File: src/rtl/ecc_err_pkg.sv
package ecc_err_pkg;
  localparam int unsigned REG_AW = 4;
  localparam int unsigned REG_DW = 32;

  localparam logic [REG_AW-1:0] A_STATUS  = 4'd0;
  localparam logic [REG_AW-1:0] A_INT_EN  = 4'd1;
  localparam logic [REG_AW-1:0] A_SUPPR   = 4'd2;
  localparam logic [REG_AW-1:0] A_SBE_CNT = 4'd3;
  localparam logic [REG_AW-1:0] A_CFG     = 4'd4;
  localparam logic [REG_AW-1:0] A_CAP_DH  = 4'd5;
  localparam logic [REG_AW-1:0] A_CAP_DL  = 4'd6;
  localparam logic [REG_AW-1:0] A_CAP_SYN = 4'd7;
  localparam logic [REG_AW-1:0] A_CAP_AL  = 4'd8;
  localparam logic [REG_AW-1:0] A_CAP_AH  = 4'd9;
  localparam logic [REG_AW-1:0] A_INJ_H   = 4'd10;
  localparam logic [REG_AW-1:0] A_INJ_L   = 4'd11;
  localparam logic [REG_AW-1:0] A_INJ_C   = 4'd12;

  // flag bit positions, shared by status, enable and suppress registers
  localparam int unsigned F_SBE = 0;
  localparam int unsigned F_MBE = 1;
  localparam int unsigned NFLAG = 2;
endpackage

File: src/rtl/ecc_sbe_counter.sv
module ecc_sbe_counter #(
  parameter int unsigned CNT_W   = 8,
  parameter int unsigned THR_LSB = 16
) (
  input  logic             clk_i,
  input  logic             rst_ni,
  input  logic             event_i,
  input  logic             wr_i,
  input  logic [31:0]      wdata_i,
  output logic [CNT_W-1:0] cnt_o,
  output logic [CNT_W-1:0] thr_o,
  output logic             hit_o
);
  logic [CNT_W-1:0] cnt_q, thr_q;
  logic [CNT_W:0]   cnt_inc;

  assign cnt_inc = {1'b0, cnt_q} + {{CNT_W{1'b0}}, 1'b1};
  // software write takes priority over a same-cycle event
  assign hit_o   = event_i && !wr_i && (cnt_inc >= {1'b0, thr_q});

  always_ff @(posedge clk_i or negedge rst_ni) begin
    if (!rst_ni) begin
      cnt_q <= '0;
      thr_q <= '0;
    end else if (wr_i) begin
      cnt_q <= wdata_i[CNT_W-1:0];
      thr_q <= wdata_i[THR_LSB +: CNT_W];
    end else if (event_i) begin
      cnt_q <= hit_o ? '0 : cnt_inc[CNT_W-1:0];
    end
  end

  assign cnt_o = cnt_q;
  assign thr_o = thr_q;
endmodule

File: src/rtl/ecc_cap_regs.sv
module ecc_cap_regs #(
  parameter int unsigned DATA_W = 64,
  parameter int unsigned ADDR_W = 64,
  parameter int unsigned SYN_W  = 16,
  parameter int unsigned NARROW_W = 8
) (
  input  logic              clk_i,
  input  logic              rst_ni,
  input  logic              load_i,
  input  logic              narrow_bus_i,
  input  logic [DATA_W-1:0] data_i,
  input  logic [SYN_W-1:0]  syn_i,
  input  logic [ADDR_W-1:0] addr_i,
  output logic [DATA_W-1:0] data_o,
  output logic [SYN_W-1:0]  syn_o,
  output logic [ADDR_W-1:0] addr_o
);
  logic [SYN_W-1:0] syn_mask, syn_keep;

  // a 64-bit bus keeps only the low syndrome byte
  assign syn_mask = narrow_bus_i ? '1 : {{(SYN_W-NARROW_W){1'b0}}, {NARROW_W{1'b1}}};
  assign syn_keep = syn_i & syn_mask;

  always_ff @(posedge clk_i or negedge rst_ni) begin
    if (!rst_ni) begin
      data_o <= '0;
      syn_o  <= '0;
      addr_o <= '0;
    end else if (load_i) begin
      data_o <= data_i;
      syn_o  <= syn_keep;
      addr_o <= addr_i;
    end
  end
endmodule

File: src/rtl/ecc_inject.sv
module ecc_inject #(
  parameter int unsigned DATA_W = 64,
  parameter int unsigned CHK_W  = 8
) (
  input  logic              en_i,
  input  logic [DATA_W-1:0] data_mask_i,
  input  logic [CHK_W-1:0]  chk_mask_i,
  input  logic [DATA_W-1:0] data_i,
  input  logic [CHK_W-1:0]  chk_i,
  output logic [DATA_W-1:0] data_o,
  output logic [CHK_W-1:0]  chk_o
);
  assign data_o = data_i ^ (data_mask_i & {DATA_W{en_i}});
  assign chk_o  = chk_i  ^ (chk_mask_i  & {CHK_W{en_i}});
endmodule

File: src/rtl/ecc_err_capture.sv
module ecc_err_capture
  import ecc_err_pkg::*;
#(
  parameter int unsigned DATA_W = 64,
  parameter int unsigned ADDR_W = 64,
  parameter int unsigned SYN_W  = 16,
  parameter int unsigned CHK_W  = 8,
  parameter int unsigned CNT_W  = 8
) (
  input  logic              clk_i,
  input  logic              rst_ni,
  input  logic              reg_we_i,
  input  logic [3:0]        reg_addr_i,
  input  logic [31:0]       reg_wdata_i,
  output logic [31:0]       reg_rdata_o,
  input  logic              sbe_i,
  input  logic              mbe_i,
  input  logic [DATA_W-1:0] err_data_i,
  input  logic [SYN_W-1:0]  err_chk_i,
  input  logic [ADDR_W-1:0] err_addr_i,
  input  logic [DATA_W-1:0] wr_data_i,
  input  logic [CHK_W-1:0]  wr_chk_i,
  output logic [DATA_W-1:0] inj_data_o,
  output logic [CHK_W-1:0]  inj_chk_o,
  output logic              irq_o
);
  localparam int unsigned HALF_D = DATA_W / 2;
  localparam int unsigned HALF_A = ADDR_W / 2;
  localparam int unsigned THR_LSB = 16;

  logic [NFLAG-1:0] status_q, int_en_q, suppr_q, flag_set, flag_clr;
  logic             narrow_q;
  logic [DATA_W-1:0] inj_mask_q;
  logic [CHK_W-1:0]  inj_chk_q;
  logic              inj_en_q;
  logic              sbe_acc, mbe_acc, sbe_hit, cap_load;
  logic [CNT_W-1:0]  sbe_cnt, sbe_thr;
  logic [DATA_W-1:0] cap_data;
  logic [SYN_W-1:0]  cap_syn;
  logic [ADDR_W-1:0] cap_addr;

  function automatic logic wr_hit(input logic [3:0] a);
    return reg_we_i && (reg_addr_i == a);
  endfunction

  assign sbe_acc  = sbe_i && !suppr_q[F_SBE];
  assign mbe_acc  = mbe_i && !suppr_q[F_MBE];
  assign cap_load = (sbe_acc || mbe_acc) && (status_q == '0);

  ecc_sbe_counter #(.CNT_W(CNT_W), .THR_LSB(THR_LSB)) u_sbe_cnt (
    .clk_i, .rst_ni,
    .event_i (sbe_acc),
    .wr_i    (wr_hit(A_SBE_CNT)),
    .wdata_i (reg_wdata_i),
    .cnt_o   (sbe_cnt),
    .thr_o   (sbe_thr),
    .hit_o   (sbe_hit)
  );

  ecc_cap_regs #(.DATA_W(DATA_W), .ADDR_W(ADDR_W), .SYN_W(SYN_W), .NARROW_W(CHK_W)) u_cap (
    .clk_i, .rst_ni,
    .load_i       (cap_load),
    .narrow_bus_i (narrow_q),
    .data_i       (err_data_i),
    .syn_i        (err_chk_i),
    .addr_i       (err_addr_i),
    .data_o       (cap_data),
    .syn_o        (cap_syn),
    .addr_o       (cap_addr)
  );

  ecc_inject #(.DATA_W(DATA_W), .CHK_W(CHK_W)) u_inj (
    .en_i        (inj_en_q),
    .data_mask_i (inj_mask_q),
    .chk_mask_i  (inj_chk_q),
    .data_i      (wr_data_i),
    .chk_i       (wr_chk_i),
    .data_o      (inj_data_o),
    .chk_o       (inj_chk_o)
  );

  always_comb begin
    flag_set        = '0;
    flag_set[F_SBE] = sbe_hit;
    flag_set[F_MBE] = mbe_acc;
    flag_clr        = wr_hit(A_STATUS) ? reg_wdata_i[NFLAG-1:0] : '0;
  end

  always_ff @(posedge clk_i or negedge rst_ni) begin
    if (!rst_ni) begin
      status_q   <= '0;
      int_en_q   <= '0;
      suppr_q    <= '1;
      narrow_q   <= 1'b0;
      inj_mask_q <= '0;
      inj_chk_q  <= '0;
      inj_en_q   <= 1'b0;
    end else begin
      status_q <= (status_q & ~flag_clr) | flag_set;  // set wins
      if (wr_hit(A_INT_EN)) int_en_q <= reg_wdata_i[NFLAG-1:0];
      if (wr_hit(A_SUPPR))  suppr_q  <= reg_wdata_i[NFLAG-1:0];
      if (wr_hit(A_CFG))    narrow_q <= reg_wdata_i[0];
      if (wr_hit(A_INJ_H))  inj_mask_q[DATA_W-1:HALF_D] <= reg_wdata_i[HALF_D-1:0];
      if (wr_hit(A_INJ_L))  inj_mask_q[HALF_D-1:0]      <= reg_wdata_i[HALF_D-1:0];
      if (wr_hit(A_INJ_C)) begin
        inj_chk_q <= reg_wdata_i[CHK_W-1:0];
        inj_en_q  <= reg_wdata_i[CHK_W];
      end
    end
  end

  assign irq_o = |(status_q & int_en_q);

  always_comb begin
    reg_rdata_o = '0;
    unique case (reg_addr_i)
      A_STATUS:  reg_rdata_o[NFLAG-1:0] = status_q;
      A_INT_EN:  reg_rdata_o[NFLAG-1:0] = int_en_q;
      A_SUPPR:   reg_rdata_o[NFLAG-1:0] = suppr_q;
      A_SBE_CNT: begin
        reg_rdata_o[CNT_W-1:0]          = sbe_cnt;
        reg_rdata_o[THR_LSB +: CNT_W]   = sbe_thr;
      end
      A_CFG:     reg_rdata_o[0]         = narrow_q;
      A_CAP_DH:  reg_rdata_o            = cap_data[DATA_W-1:HALF_D];
      A_CAP_DL:  reg_rdata_o            = cap_data[HALF_D-1:0];
      A_CAP_SYN: reg_rdata_o[SYN_W-1:0] = cap_syn;
      A_CAP_AL:  reg_rdata_o            = cap_addr[HALF_A-1:0];
      A_CAP_AH:  reg_rdata_o            = cap_addr[ADDR_W-1:HALF_A];
      A_INJ_H:   reg_rdata_o            = inj_mask_q[DATA_W-1:HALF_D];
      A_INJ_L:   reg_rdata_o            = inj_mask_q[HALF_D-1:0];
      A_INJ_C:   reg_rdata_o[CHK_W:0]   = {inj_en_q, inj_chk_q};
      default:   reg_rdata_o            = '0;
    endcase
  end
endmodule

File: config.mk
export PLATFORM = sky130hd
export DESIGN_NAME = ecc_err_capture
export DESIGN_NICKNAME = d
export VERILOG_FILES = /design/src/rtl/ecc_err_pkg.sv /design/src/rtl/ecc_sbe_counter.sv /design/src/rtl/ecc_cap_regs.sv /design/src/rtl/ecc_inject.sv /design/src/rtl/ecc_err_capture.sv
export SDC_FILE = /design/constraint.sdc
export NUM_CORES = 1
export LEC_CHECK = 0
export BUFFER_PORTS_ARGS = -buffer_cell sky130_fd_sc_hd__clkbuf_2
export CAP_MARGIN = 20
export CORE_UTILIZATION = 30
export CTS_BUF_LIST = sky130_fd_sc_hd__clkbuf_16
export CTS_CLUSTER_DIAMETER = 120
export DETAILED_ROUTE_END_ITERATION = 12
export GPL_TIMING_DRIVEN = 0
export PLACE_DENSITY = 0.56
export REMOVE_ABC_BUFFERS = 1
export SLEW_MARGIN = 20
export SYNTH_ARGS = -nofsm -noshare
export SYNTH_HDL_FRONTEND = slang
export SYNTH_SLANG_ARGS = --single-unit
File: constraint.sdc
create_clock -name clk_i -period 6.6 [get_ports clk_i]
set_input_delay 0 -clock clk_i [delete_from_list [all_inputs] [get_ports clk_i]]
set_output_delay 0 -clock clk_i [all_outputs]
set_load 0.02 [all_outputs]
; ---- Word-level counts from Yosys, hierarchy flattened
; Index checks and enable logic that the tools add are counted.
[totals]
regBits = 240
[classes]
addsub = 1
order_cmp = 1
n_eq_ne = 12
muxes = 12
bitwise_logic = 9
n_reduce_logical = 21
[op_table]
columns = op, n
row1 = $and 64x64->64, 1
row2 = $xor 64x64->64, 1
row3 = $pmux 8 s7, 1
row4 = $pmux 6 s9, 1
row5 = $pmux 7 s7, 1
row6 = $pmux 8 s6, 1
row7 = $mux 8, 3
row8 = $eq 4x4->1 const B, 5
row9 = $and 16x16->16, 1
row10 = $eq 4x3->1 const B, 4
row11 = $mux 16, 1
row12 = $logic_and 1x1->1, 13
row13 = $pmux 1 s13, 1
row14 = $pmux 1 s12, 1
row15 = $add 8x1->9 const B, 1
row16 = $ge 9x8->1, 1
row17 = $and 8x8->8, 1
row18 = $eq 4x2->1 const B, 2
row19 = $pmux 1 s8, 1
row20 = $xor 8x8->8, 1
row21 = $and 2x2->2, 2
row22 = $eq 4x1->1 const B, 1
row23 = $logic_not 4->1, 1
row24 = $logic_not 1->1, 3
row25 = other kinds (7), 7

; ---- Logic depth before layout (Yosys ltp)
; Gate-level depths: netlist of the first run.
[depth]
word_depth = 8
depth_mapped = 11
mapped_depth_nobuf = 10

; ---- Modules after synthesis
; Synthesis of the first run repeated with hierarchy kept, for this count alone.
[unflattened]
cells_unflattened = 968
hier_area_um2 = 12225.5
[modules_own_cells]
columns = mod, n_inst, cells_each, area_each_um2
row1 = ecc_cap_regs, 1, 322, 5630.4
row2 = ecc_err_capture, 1, 387, 4576.9
row3 = ecc_sbe_counter, 1, 107, 1027.2
row4 = ecc_inject, 1, 152, 991.0

; ---- Least setup slack after synthesis of the first run
; Ideal clock, no wire load.
[synth_timing]
path_type = register to register
from = register u_sbe_cnt.cnt_q[0], in the netlist u_sbe_cnt.cnt_o[0]
to = register status_q[0]
arrival_ps = 2317
setup_slack_ps = 4165
stages_incl_launch_ff = 12
cell_sequence = dfrtp_1 -> ha_1 -> nand3_1 -> nor2_1 -> xor2_1 -> ha_1 -> and3_1 -> a221oi_1 -> o31a_1 -> buf_2 -> a21oi_1 -> a21o_1
[synth_via]
elab_chain_cells = 4
[synth_lines]
columns = item, line_no
row1 = start: declaration, ecc_sbe_counter.sv:14  ; logic [CNT_W-1:0] cnt_q, thr_q;
row2 = start signal: assignment, ecc_sbe_counter.sv:26  ; cnt_q <= wdata_i[CNT_W-1:0];
row3 = start signal: assignment, ecc_sbe_counter.sv:29  ; cnt_q <= hit_o ? '0 : cnt_inc[CNT_W-1:0];
row4 = $add 8x1->9, ecc_sbe_counter.sv:17  ; assign cnt_inc = {1'b0, cnt_q} + {{CNT_W{1'b0}}, 1'b1};
row5 = $ge 9x8->1, ecc_sbe_counter.sv:19  ; assign hit_o = event_i && !wr_i && (cnt_inc >= {1'b0, thr_q});
row6 = $logic_and 1x1->1, ecc_sbe_counter.sv:19
row7 = $or 2x2->2, ecc_err_capture.sv:99  ; status_q <= (status_q & ~flag_clr) | flag_set;
row8 = end signal: assignment, ecc_err_capture.sv:99
row9 = end: declaration, ecc_err_capture.sv:31  ; logic [NFLAG-1:0] status_q, int_en_q, suppr_q, flag_set, flag_clr;
; Every way passes these cells.
; A chain may end at the register's enable or synchronous reset.

; ---- Worst setup path in the final report of the first run
[layout_timing]
from = register u_sbe_cnt.cnt_q[0], in the netlist u_sbe_cnt.cnt_o[0]
to = register u_sbe_cnt.cnt_q[5], in the netlist u_sbe_cnt.cnt_o[5]
[layout_via]
elab_chain_cells = 6
[layout_lines]
columns = item, line_no
row1 = $add 8x1->9 *, ecc_sbe_counter.sv:17
row2 = $ge 9x8->1, ecc_sbe_counter.sv:19
row3 = $logic_and 1x1->1, ecc_sbe_counter.sv:19
row4 = $mux 8 *, ecc_sbe_counter.sv:29
row5 = $mux 8 *, ecc_sbe_counter.sv:28  ; end else if (event_i) begin
row6 = $mux 8 *, ecc_sbe_counter.sv:25  ; end else if (wr_i) begin
; Mark *: on every way between the ends. The rest lies on a longest branch, timed or not. The select of a mux whose other input is x is not followed.

==> results.cfg, run 1 <==
[status]
status = finished clean

[logic_synthesis]
synth_top_family_by_area = multiplexers
synth_area_leader_cell = dfrtp_1
synth_xor_area_frac = 0.05781
synthSimpleGateAreaFrac = 0.08526
synthArstFlopShare = 1.000
synthTopCellsByCount = 238 x dfrtp_1, 183 x mux2_2, 121 x nand2_1
synth_ff_type = dfrtp_1
yosysWarnings = 0
muxShareOfSynthArea = 0.2083
synth_compound_area_frac = 0.09481
ys_seq_area_frac = 0.5150
synth_edf_count = 0
synth_cell_types = 42
synth_most_common_cell = dfrtp_1
mappedNetlistArea_sq_mm = 0.01167
syn_inst = 979
ys_top_cells_by_area = dfrtp_1 51%, mux2_2 18%, xnor2_1 5.7%
synth_fa_ha_area_frac = 0.009653
synth_top_area_share = 0.5105
synth_area_per_cell_sq_um = 11.92
ys_ff_latch = 240

[setup_path]
r2r_start = u_sbe_cnt.cnt_o[0]$_DFFE_PN0P_
reg2reg_slack_ns = 3.13
setup.worst_path.start = u_sbe_cnt.cnt_o[0]$_DFFE_PN0P_
crit_type = register to register
reg2reg_depth = 11
endpoint = u_sbe_cnt.cnt_o[5]$_DFFE_PN0P_
cp-start-kind = register
r2r-end = u_sbe_cnt.cnt_o[5]$_DFFE_PN0P_
worstPathArrival_ns = 3.96
cp.required_ns = 7.09
cp_max_fo = 9
endpoint_kind = register

[timing]
whs_ns = 0.008342
period_share = 0.5254
hold_violations = 0
fin_skew_ns = 0.02698
finalWorstPathRequiredPeriod_ns = 3.468
tightestPinTransition_ns = 0.7373
maxSlewViolCount = 0
setup_viol = 0
fmax_mhz = 288.4
grt_setup_unrepaired = false
max_slew_margin = 0.5073

[place]
place_inst = 1814
port-buffer-count = 361
routabilityCongestion = 0.7765
hpwl_mm = 26.94

[die]
die-area_sq_mm = 0.03968
rows = 71
die_w_um = 199.2
start_util = 0.3076
ios = 362
core_area_sq_mm = 0.03793
die_y_um = 199.2

[finish]
final_cell_count_no_fill = 2052
final_util = 0.4547
fin_nets = 1784
layout-drive-gt1-share = 0.4101
syn_to_final_growth_pct = 47.84
n_antenna_cell = 0

[drt]
drc = 0
dr.pass1.iters = 6
totalWireLength_mm = 39.99
viasPerCell = 4.853
vias = 9959
drt_iter0_drc = 534
drtAntennaViolNets = 0
wl_per_cell_um = 19.49

[worst_hold_path]
hold_class = input port to asynchronous set/reset pin

[global_route]
overflow = 0
grt_pass1_wl_mm = 60.22
gr-usage-all-layers = 0.2001
grt_max_degree = 85
antenna_found_initial = 1
grt_pass1_vias = 10668

[clock_network]
cts_tree = built
clock_sinks = 240
cts_buffers = 30
root_buffer = clkbuf_16
worstSkewPairLatency_ns = 0.57
cts.path.max_buffers = 3
cts_max_level = 1
clkTransAtPathRegs_ns = 0.06
cts_resized = 0

[power]
internal-power_mw = 3.634
power_density_mw_per_mm2 = 307.7
total_power_mw = 5.307
power.share.clock = 0.314
switching_share = 0.3151
pwr-share-comb = 0.267
power.leakage_nw = 8.156
switchingPower_mw = 1.672
ir_drop_mv = 0.2050
pwr-share-seq = 0.418

[flow_run]
drv_cap = 0
## state kept, by name, summed over array words and instances (netlist names)
name,count
int_en_q,2
u_sbe_cnt.thr_o,8
u_cap.addr_o,64
u_cap.data_o,64
suppr_q,2
inj_chk_q,8
status_q,2
u_sbe_cnt.cnt_o,8
inj_mask_q,64
u_cap.syn_o,16
narrow_q,1
inj_en_q,1
## per-stage QoR
step                      area, sq um  setup TNS [ns]  worst slack (ns)
after floorplan                 11360               0             1.583
final                           17250               0             3.132
after CTS                       17250               0             3.176
after global placement          13810         -138.85            -1.013
after global routing            17250               0             2.938
after detailed placement        14420               0             3.638
## cells in the final DEF, fill, tap and decap left out, types with 8 or more instances in the layout
cell type / count
clkbuf_2: 360
dfrtp_1: 237
mux2_2: 183
dlygate4sd3_1: 183
nand2_1: 119
xnor2_1: 76
a22oi_1: 70
nand3_1: 37
mux2_1: 31
clkbuf_16: 31
a222oi_1: 22
o21ai_0: 20
buf_16: 15
inv_1: 13
nor2_1: 13
ha_1: 9
and3_1: 8
clkinv_1: 8
## power groups by stage
stage	clock network [mW]	logic, mW	registers [mW]
finish	1.67	1.42	2.22
global route	1.77	1.57	2.28
CTS	1.71	1.43	2.22
detailed placement	0	1.33	2.24
global placement	0	1.26	2.25
floorplan	0	0.893	2.14
## worst min-delay path by stage
stage / to / from / slack [ns] / depth (start not counted)
after CTS: u_cap.data_o[22]$_DFFE_PN0P_ / rst_ni / 0.03 / 2
final: u_cap.addr_o[17]$_DFFE_PN0P_ / rst_ni / 0.008 / 2
after floorplan: inj_chk_q[0]$_DFFE_PN0P_ / rst_ni / -0.30 / 0
after global placement: inj_mask_q[30]$_DFFE_PN0P_ / reg_wdata_i[30] / 0.23 / 2
after global routing: u_cap.data_o[22]$_DFFE_PN0P_ / rst_ni / 0.07 / 2
after detailed placement: u_cap.data_o[22]$_DFFE_PN0P_ / rst_ni / 0.07 / 1
## per-layer routing
layer  global-route usage  vias to the layer above  share of wire
li1                     -                     4640              -
met1               0.2599                     4940           0.43
met2               0.3477                      319           0.50
met3              0.02532                       58          0.048
met4              0.05527                        2          0.024
met5                    0                        -        0.00033
## worst max-delay path: stages, from the launching register on
cell	delay [ns]
dfrtp_1	0.49
ha_1	0.25
nand3_1	0.21
nor2_1	0.19
xor2_1	0.24
ha_1	0.28
and3_1	0.20
a221oi_1	0.28
o31a_1	0.41
nand3_1	0.12
o21ai_0	0.15
dlygate4sd3_1	0.56
## what timing repair did
action | in CTS | in global routing
buffers inserted | 0 | 0
hold endpoints to repair | 316 | 0
hold buffers | 183 | 0
## cells by family after synthesis
group	Yosys count
AO/OA/AOI/OAI	147
XOR/XNOR	77
adder cells (fa/ha/maj)	9
buffers and inverters	70
flip-flops	240
multiplexers	216
AND/OR/NAND/NOR	220
## layout make-up
class | count | area, sq um
flip-flops and latches | 240 | 6012
inverters | 9 | 33.78
clock buffers | 31 | 775.7
well taps | 511 | 639.4
fillers | 3616 | 20680
multi-input cells | 669 | 5394
repair buffers | 568 | 4177
clock inverters | 24 | 216.5
No activity file was read; power rests on OpenSTA's default activity.
==> run 2: changes to the inputs <==
==> constraint.sdc (replaced) <==
create_clock -name clk_i -period 3.6 [get_ports clk_i]
set_input_delay 0 -clock clk_i [delete_from_list [all_inputs] [get_ports clk_i]]
set_output_delay 0 -clock clk_i [all_outputs]
set_load 0.02 [all_outputs]
==> run 2 against run 1 <==
Effect of this change:
- worst hold slack worse by 0.00074 ns
- clock skew down 0.00058 ns
- setup slack got worse by 2.8 ns
- register-to-register slack got worse by 2.8 ns
- via count is 0.27% higher
- sequential power grew 83%
- global-route usage did not move
- final cell count hardly changed
- first-iteration DRC count down 17%
- die area stayed put
- critical path type unchanged
==> results.cfg, run 2 (synthesis results as in run 1) <==
[status]
status = finished clean

[place]
placedInstanceArea_sq_mm = 0.01442
port-buffer-count = 361
hpwl_mm = 26.94
place_inst = 1814
routabilityCongestion = 0.7765

[setup_path]
setup.worst_path.start = u_sbe_cnt.cnt_o[0]$_DFFE_PN0P_
r2r_start = u_sbe_cnt.cnt_o[0]$_DFFE_PN0P_
path_cells = ha_1, nand3_1, nor2_1, xor2_1, ha_1, and3_1, a221oi_1, o31a_1, nand3_1, o21ai_0, dlygate4sd3_1
cp.required_ns = 4.09
cp_max_fo = 7
reg2reg_slack_ns = 0.34
cp-start-kind = register
worstPathArrival_ns = 3.75
cpMaxStageDelayCell = dlygate4sd3_1
endpoint = u_sbe_cnt.cnt_o[5]$_DFFE_PN0P_
crit_type = register to register
endpoint_kind = register
r2r-end = u_sbe_cnt.cnt_o[5]$_DFFE_PN0P_
worstSetupPathDepth = 11
path_buf_inv = 1
reg2reg_depth = 11
cp_top_family = simple AND/OR/NAND/NOR gates
cpPeakStageDelay_ns = 0.56

[clock_network]
cts_resized = 0
cts_buffers = 30
clock_sinks = 240
root_buffer = clkbuf_16
cts_max_level = 1
cts.path.max_buffers = 3
cts_tree = built
worstSkewPairLatency_ns = 0.57
clkTransAtPathRegs_ns = 0.06

[drt]
viasPerCell = 4.862
totalWireLength_mm = 40.00
drc = 0
drt_iter0_drc = 442
vias = 9986
wl_per_cell_um = 19.48
drtAntennaViolNets = 0
dr.pass1.iters = 5

[power]
switching_share = 0.3146
internal-power_mw = 6.688
power_density_mw_per_mm2 = 565.3
power.leakage_nw = 8.165
pwr-share-seq = 0.417
power.share.clock = 0.314
switchingPower_mw = 3.070
pwr-share-comb = 0.269
ir_drop_mv = 0.3758
total_power_mw = 9.758

[die]
die_y_um = 199.2
rows = 71
die-area_sq_mm = 0.03968
core_area_sq_mm = 0.03793
start_util = 0.3076
ios = 362
die_w_um = 199.2

[global_route]
grt_pass1_vias = 10668
overflow = 0
antenna_found_initial = 1
grt_pass1_wl_mm = 60.22
grt_max_degree = 85
gr-usage-all-layers = 0.2001

[finish]
layout-drive-gt1-share = 0.4109
fillers = 3614
n_antenna_cell = 0
final_area_sq_mm = 0.01726
fin_nets = 1786
layout_commonest_cell = clkbuf_2
final_cell_count_no_fill = 2054
final_cell_mix = 360 x clkbuf_2, 237 x dfrtp_1, 183 x mux2_2, 183 x dlygate4sd3_1, 119 x nand2_1
top_regs = inj_mask_q: 64 flops, u_cap.addr_o: 64 flops, u_cap.data_o: 64 flops
syn_to_final_growth_pct = 47.97

[flow_run]
drv_cap = 0

[timing]
fin_skew_ns = 0.02640
finalWorstPathRequiredPeriod_ns = 3.264
setup_viol = 0
tightestPinTransition_ns = 0.7446
grt_setup_unrepaired = false
whs_ns = 0.007600
period_share = 0.9066
hold_violations = 0
max_slew_margin = 0.5036
fmax_mhz = 306.4
maxSlewViolCount = 0

[worst_hold_path]
hold_class = input port to asynchronous set/reset pin
## run 2: cell types whose count changed in the layout (fill, tap and decap cells not counted)
cell and change:
buf_4 +2
## run 2: worst min-delay path by stage
stage | to | slack [ns] | cells past startpoint
after detailed placement | u_cap.data_o[22]$_DFFE_PN0P_ | 0.07 | 1
after global placement | inj_mask_q[30]$_DFFE_PN0P_ | 0.23 | 2
final | inj_mask_q[54]$_DFFE_PN0P_ | 0.008 | 2
after floorplan | inj_chk_q[0]$_DFFE_PN0P_ | -0.30 | 0
after CTS | u_cap.data_o[22]$_DFFE_PN0P_ | 0.03 | 2
after global routing | u_cap.data_o[22]$_DFFE_PN0P_ | 0.07 | 2
## run 2: per-layer routing
metal,wire (um),vias to the layer above,track usage,part of all wire
met5,13,-,0,0.00032
li1,-,4639,-,-
met3,1853,59,0.02532,0.046
met1,17330,4983,0.2599,0.43
met4,971,2,0.05527,0.024
met2,19830,303,0.3477,0.50
## run 2: worst register-to-register path: stages, from the launching register on
cell and delay (ns):
dfrtp_1 0.49, ha_1 0.24, nand3_1 0.20, nor2_1 0.19, xor2_1 0.24, ha_1 0.29
and3_1 0.20, a221oi_1 0.28, o31a_1 0.25, nand3_1 0.09, o21ai_0 0.15, dlygate4sd3_1 0.56
## run 2: area by class of cell
| type | instances | area (sq um) | area share |
|---|---|---|---|
| clock buffers | 31 | 775.7 | 0.04494 |
| clock inverters | 24 | 216.5 | 0.01254 |
| inverters | 9 | 33.78 | 0.001957 |
| multi-input cells | 669 | 5394 | 0.3125 |
| flip-flops and latches | 240 | 6012 | 0.3483 |
| well taps | 511 | 639.4 | 0.03704 |
| repair buffers | 570 | 4192 | 0.2428 |
## run 2: per-stage QoR
step                        util  setup TNS, ns  setup slack, ns
final                     0.4551              0           0.3362
after CTS                 0.4547              0           0.1761
after floorplan                -        -203.88           -1.417
after global routing      0.4551              0           0.1277
after global placement    0.3640       -1424.18           -4.013
after detailed placement  0.3802              0           0.6377
## run 2: repair_timing
action,in CTS,in global routing
buffers inserted,0,2
endpoints found under the hold margin,316,0
setup endpoints to repair,0,1
hold buffers,183,0
## run 2: power groups by stage
stage / combinational (mW) / sequential, mW / clock [mW]
2_1_floorplan: 1.64 / 3.92 / 0
6_report: 2.63 / 4.07 / 3.06
4_1_cts: 2.63 / 4.06 / 3.14
3_5_place_dp: 2.45 / 4.11 / 0
3_3_place_gp: 2.31 / 4.12 / 0
5_1_grt: 2.90 / 4.18 / 3.24
==> run 3: changes to the inputs <==
--- a/config.mk
+++ b/config.mk
@@ -12,9 +12,10 @@
 export CTS_CLUSTER_DIAMETER = 120
 export DETAILED_ROUTE_END_ITERATION = 12
 export GPL_TIMING_DRIVEN = 0
-export PLACE_DENSITY = 0.56
+export PLACE_DENSITY = 0.55
 export REMOVE_ABC_BUFFERS = 1
-export SLEW_MARGIN = 20
+export SLEW_MARGIN = 15
 export SYNTH_ARGS = -nofsm -noshare
 export SYNTH_HDL_FRONTEND = slang
+export SYNTH_HIERARCHICAL = 1
 export SYNTH_SLANG_ARGS = --single-unit
==> run 3 against run 2 <==
Effect of this change:
- routed wire length decreased by 0.31%
- area after synthesis increased by 4.8%
- setup slack improved by 0.53 ns
- critical path depth decreased by 1
- worst hold slack got worse by 0.0026 ns
- via count decreased by 0.20%
- fmax increased by 19%
- flip-flop and latch count unchanged
- first-iteration DRC count increased by 4.5%
- synthesized cell count decreased by 1.1%
- power increased by 1.7%
- largest cell class unchanged
==> results.cfg, run 3 <==
[status]
status = finished clean

[power]
power_density_mw_per_mm2 = 570.6
power.leakage_nw = 8.047
ir_drop_mv = 0.3556

[timing]
hold_violations = 0
grt_setup_unrepaired = false
finalWorstPathRequiredPeriod_ns = 2.732
whs_ns = 0.004991
max_slew_margin = 0.4148
tns_ns = 0
fin_skew_ns = 0.02581
setup_viol = 0
period_share = 0.7588
fmax_mhz = 366.1
worst_slack_ns = 0.8683
tightestPinTransition_ns = 0.8778
maxSlewViolCount = 0

[logic_synthesis]
synth_ff_type = dfrtp_1
synth_area_leader_cell = dfrtp_1
synthTopCellsByCount = 238 x dfrtp_1, 123 x mux2_2, 95 x nand2_1
syn_inst = 968
synthArstFlopShare = 1.000
ys_top_cells_by_area = dfrtp_1 49%, mux2_2 11%, mux2_4 7.9%
mappedNetlistArea_sq_mm = 0.01223
synth_top_area_share = 0.4872
ys_seq_area_frac = 0.4915
synth_area_per_cell_sq_um = 12.63
synth_edf_count = 0
synth_most_common_cell = dfrtp_1
synth_cell_types = 59
yosysWarnings = 6
ys_ff_latch = 240

[setup_path]
r2r-end = status_q[0]$_DFF_PN0_
reg2reg_slack_ns = 0.87
reg2reg_depth = 10
cp_max_fo = 7
cp-start-kind = register
worstPathArrival_ns = 3.19
crit_type = register to register
r2r_start = u_sbe_cnt/cnt_o[0]$_DFFE_PN0P_
endpoint_kind = register
cp.required_ns = 4.06

[clock_network]
clock_sinks = 240
worstSkewPairLatency_ns = 0.57
clkTransAtPathRegs_ns = 0.06
cts_buffers = 29
cts_tree = built
cts_setup_buffers = 0
cts_max_level = 1
cts.path.max_buffers = 3
root_buffer = clkbuf_16

[finish]
final_area_sq_mm = 0.01739
layout_commonest_cell = clkbuf_2
top_regs = inj_mask_q: 64 flops, u_cap/addr_o: 64 flops, u_cap/data_o: 64 flops
syn_to_final_growth_pct = 42.28
final_util = 0.4348
final_cell_mix = 360 x clkbuf_2, 237 x dfrtp_1, 181 x dlygate4sd3_1, 123 x mux2_2, 94 x nand2_1
fin_nets = 1778
layout-drive-gt1-share = 0.4227

[die]
ios = 362
die_y_um = 203.9
die-area_sq_mm = 0.04156
rows = 73
core_area_sq_mm = 0.04001
die_w_um = 203.9
start_util = 0.3056

[global_route]
grt_pass1_wl_mm = 60.52
grt_pass1_vias = 10476
grt_max_degree = 87
gr-usage-all-layers = 0.1897
overflow = 0
antenna_found_initial = 2

[place]
hpwl_mm = 27.88
routabilityCongestion = 0.7664
dp_slack_ns = 0.3797
placedInstanceArea_sq_mm = 0.01473
port-buffer-count = 361

[drt]
vias = 9966
drtAntennaViolNets = 0
drc = 0
totalWireLength_mm = 39.88
drt_iter0_drc = 462
dr.pass1.iters = 7
wl_per_cell_um = 19.37
viasPerCell = 4.840

[flow_run]
drv_cap = 0

[worst_hold_path]
hold_class = input port to asynchronous set/reset pin
-- run 3: cell count changes in the layout (fill, tap and decap cells not counted), sizes merged, moves of 6 or more --
cell | previous run | this run
nand3 | 37 | 45
nand2 | 123 | 98
a221oi | 6 | 12
nor2 | 20 | 5
a222oi | 22 | 16
inv | 14 | 25
buf | 26 | 36
a22oi | 70 | 62
a22o | 7 | 15
-- run 3: per-layer routing --
layer  up-vias  global-route usage  share of wire
met5         -                   0        0.00033
met4         2             0.06015          0.023
met3        61             0.02392          0.046
met2       303              0.3216           0.48
met1      4973              0.2502           0.45
li1       4627                   -              -
-- run 3: report_power, final --
group          internal, mW  switching (mW)  total (mW)
Sequential             3.64           0.669        4.31
Clock                  1.51            1.17        2.68
Combinational          1.60            1.33        2.93
Total                  6.76            3.17        9.93
-- run 3: worst max path at each step --
stage | startpoint | end | slack (ns) | depth (start not counted)
2_1_floorplan | suppr_q[0]$_DFFE_PN1P_ | u_cap/addr_o[0]$_DFFE_PN0P_ | -11.04 | 4
3_3_place_gp | suppr_q[0]$_DFFE_PN1P_ | u_cap/syn_o[9]$_DFFE_PN0P_ | -18.10 | 4
3_5_place_dp | reg_addr_i[0] | u_sbe_cnt/cnt_o[4]$_DFFE_PN0P_ | 0.38 | 8
4_1_cts | u_sbe_cnt/cnt_o[0]$_DFFE_PN0P_ | status_q[0]$_DFF_PN0_ | 0.89 | 10
5_1_grt | u_sbe_cnt/cnt_o[0]$_DFFE_PN0P_ | status_q[0]$_DFF_PN0_ | 0.74 | 10
6_report | u_sbe_cnt/cnt_o[0]$_DFFE_PN0P_ | status_q[0]$_DFF_PN0_ | 0.87 | 10
-- run 3: layout make-up --
type                            instances  area (sq um)
Antenna cell                            1         2.502
Clock buffer                           29         725.7
Clock inverter                         23         121.4
Fill cell                            3771         22610
Inverter                               17         63.81
Multi-Input combinational cell        646          5722
Sequential cell                       240          6012
Tap cell                              525         656.9
Timing Repair Buffer                  578          4090
-- run 3: kinds of logic (layout without fill, tap and decap cells) --
family,Yosys count,after routing,share of synthesized area
DFF,240,240,0.4915
muxes,220,220,0.2230
and+or+nand+nor,188,188,0.07973
AOI/OAI and AO/OA,151,151,0.09784
buffers and inverters,82,647,0.04288
xor gates and xnor gates,78,78,0.05588
adders and majority gates,9,9,0.009211
other,0,1,0
-- run 3: timing repair --
action                    CTS  global route
hold buffers              181             0
hold endpoints to repair  341             0
gates resized for setup     0             0
-- run 3: critical path, cell delays in order, from the launching register on --
cell and delay (ns):
dfrtp_1 0.48, ha_1 0.26, and4_4 0.26, nand2_1 0.07, xnor2_1 0.26, ha_1 0.30, and3_1 0.18, a22oi_1 0.22
o21a_1 0.32, a21oi_1 0.12, a21o_1 0.16
-- run 3: metrics by stage --
stage / std cells / total power, mW
floorplan: 903 / 6.110
global placement: 1789 / 7.058
detailed placement: 1825 / 7.136
CTS: 2058 / 10.04
global route: 2059 / 10.50
finish: 2059 / 9.925
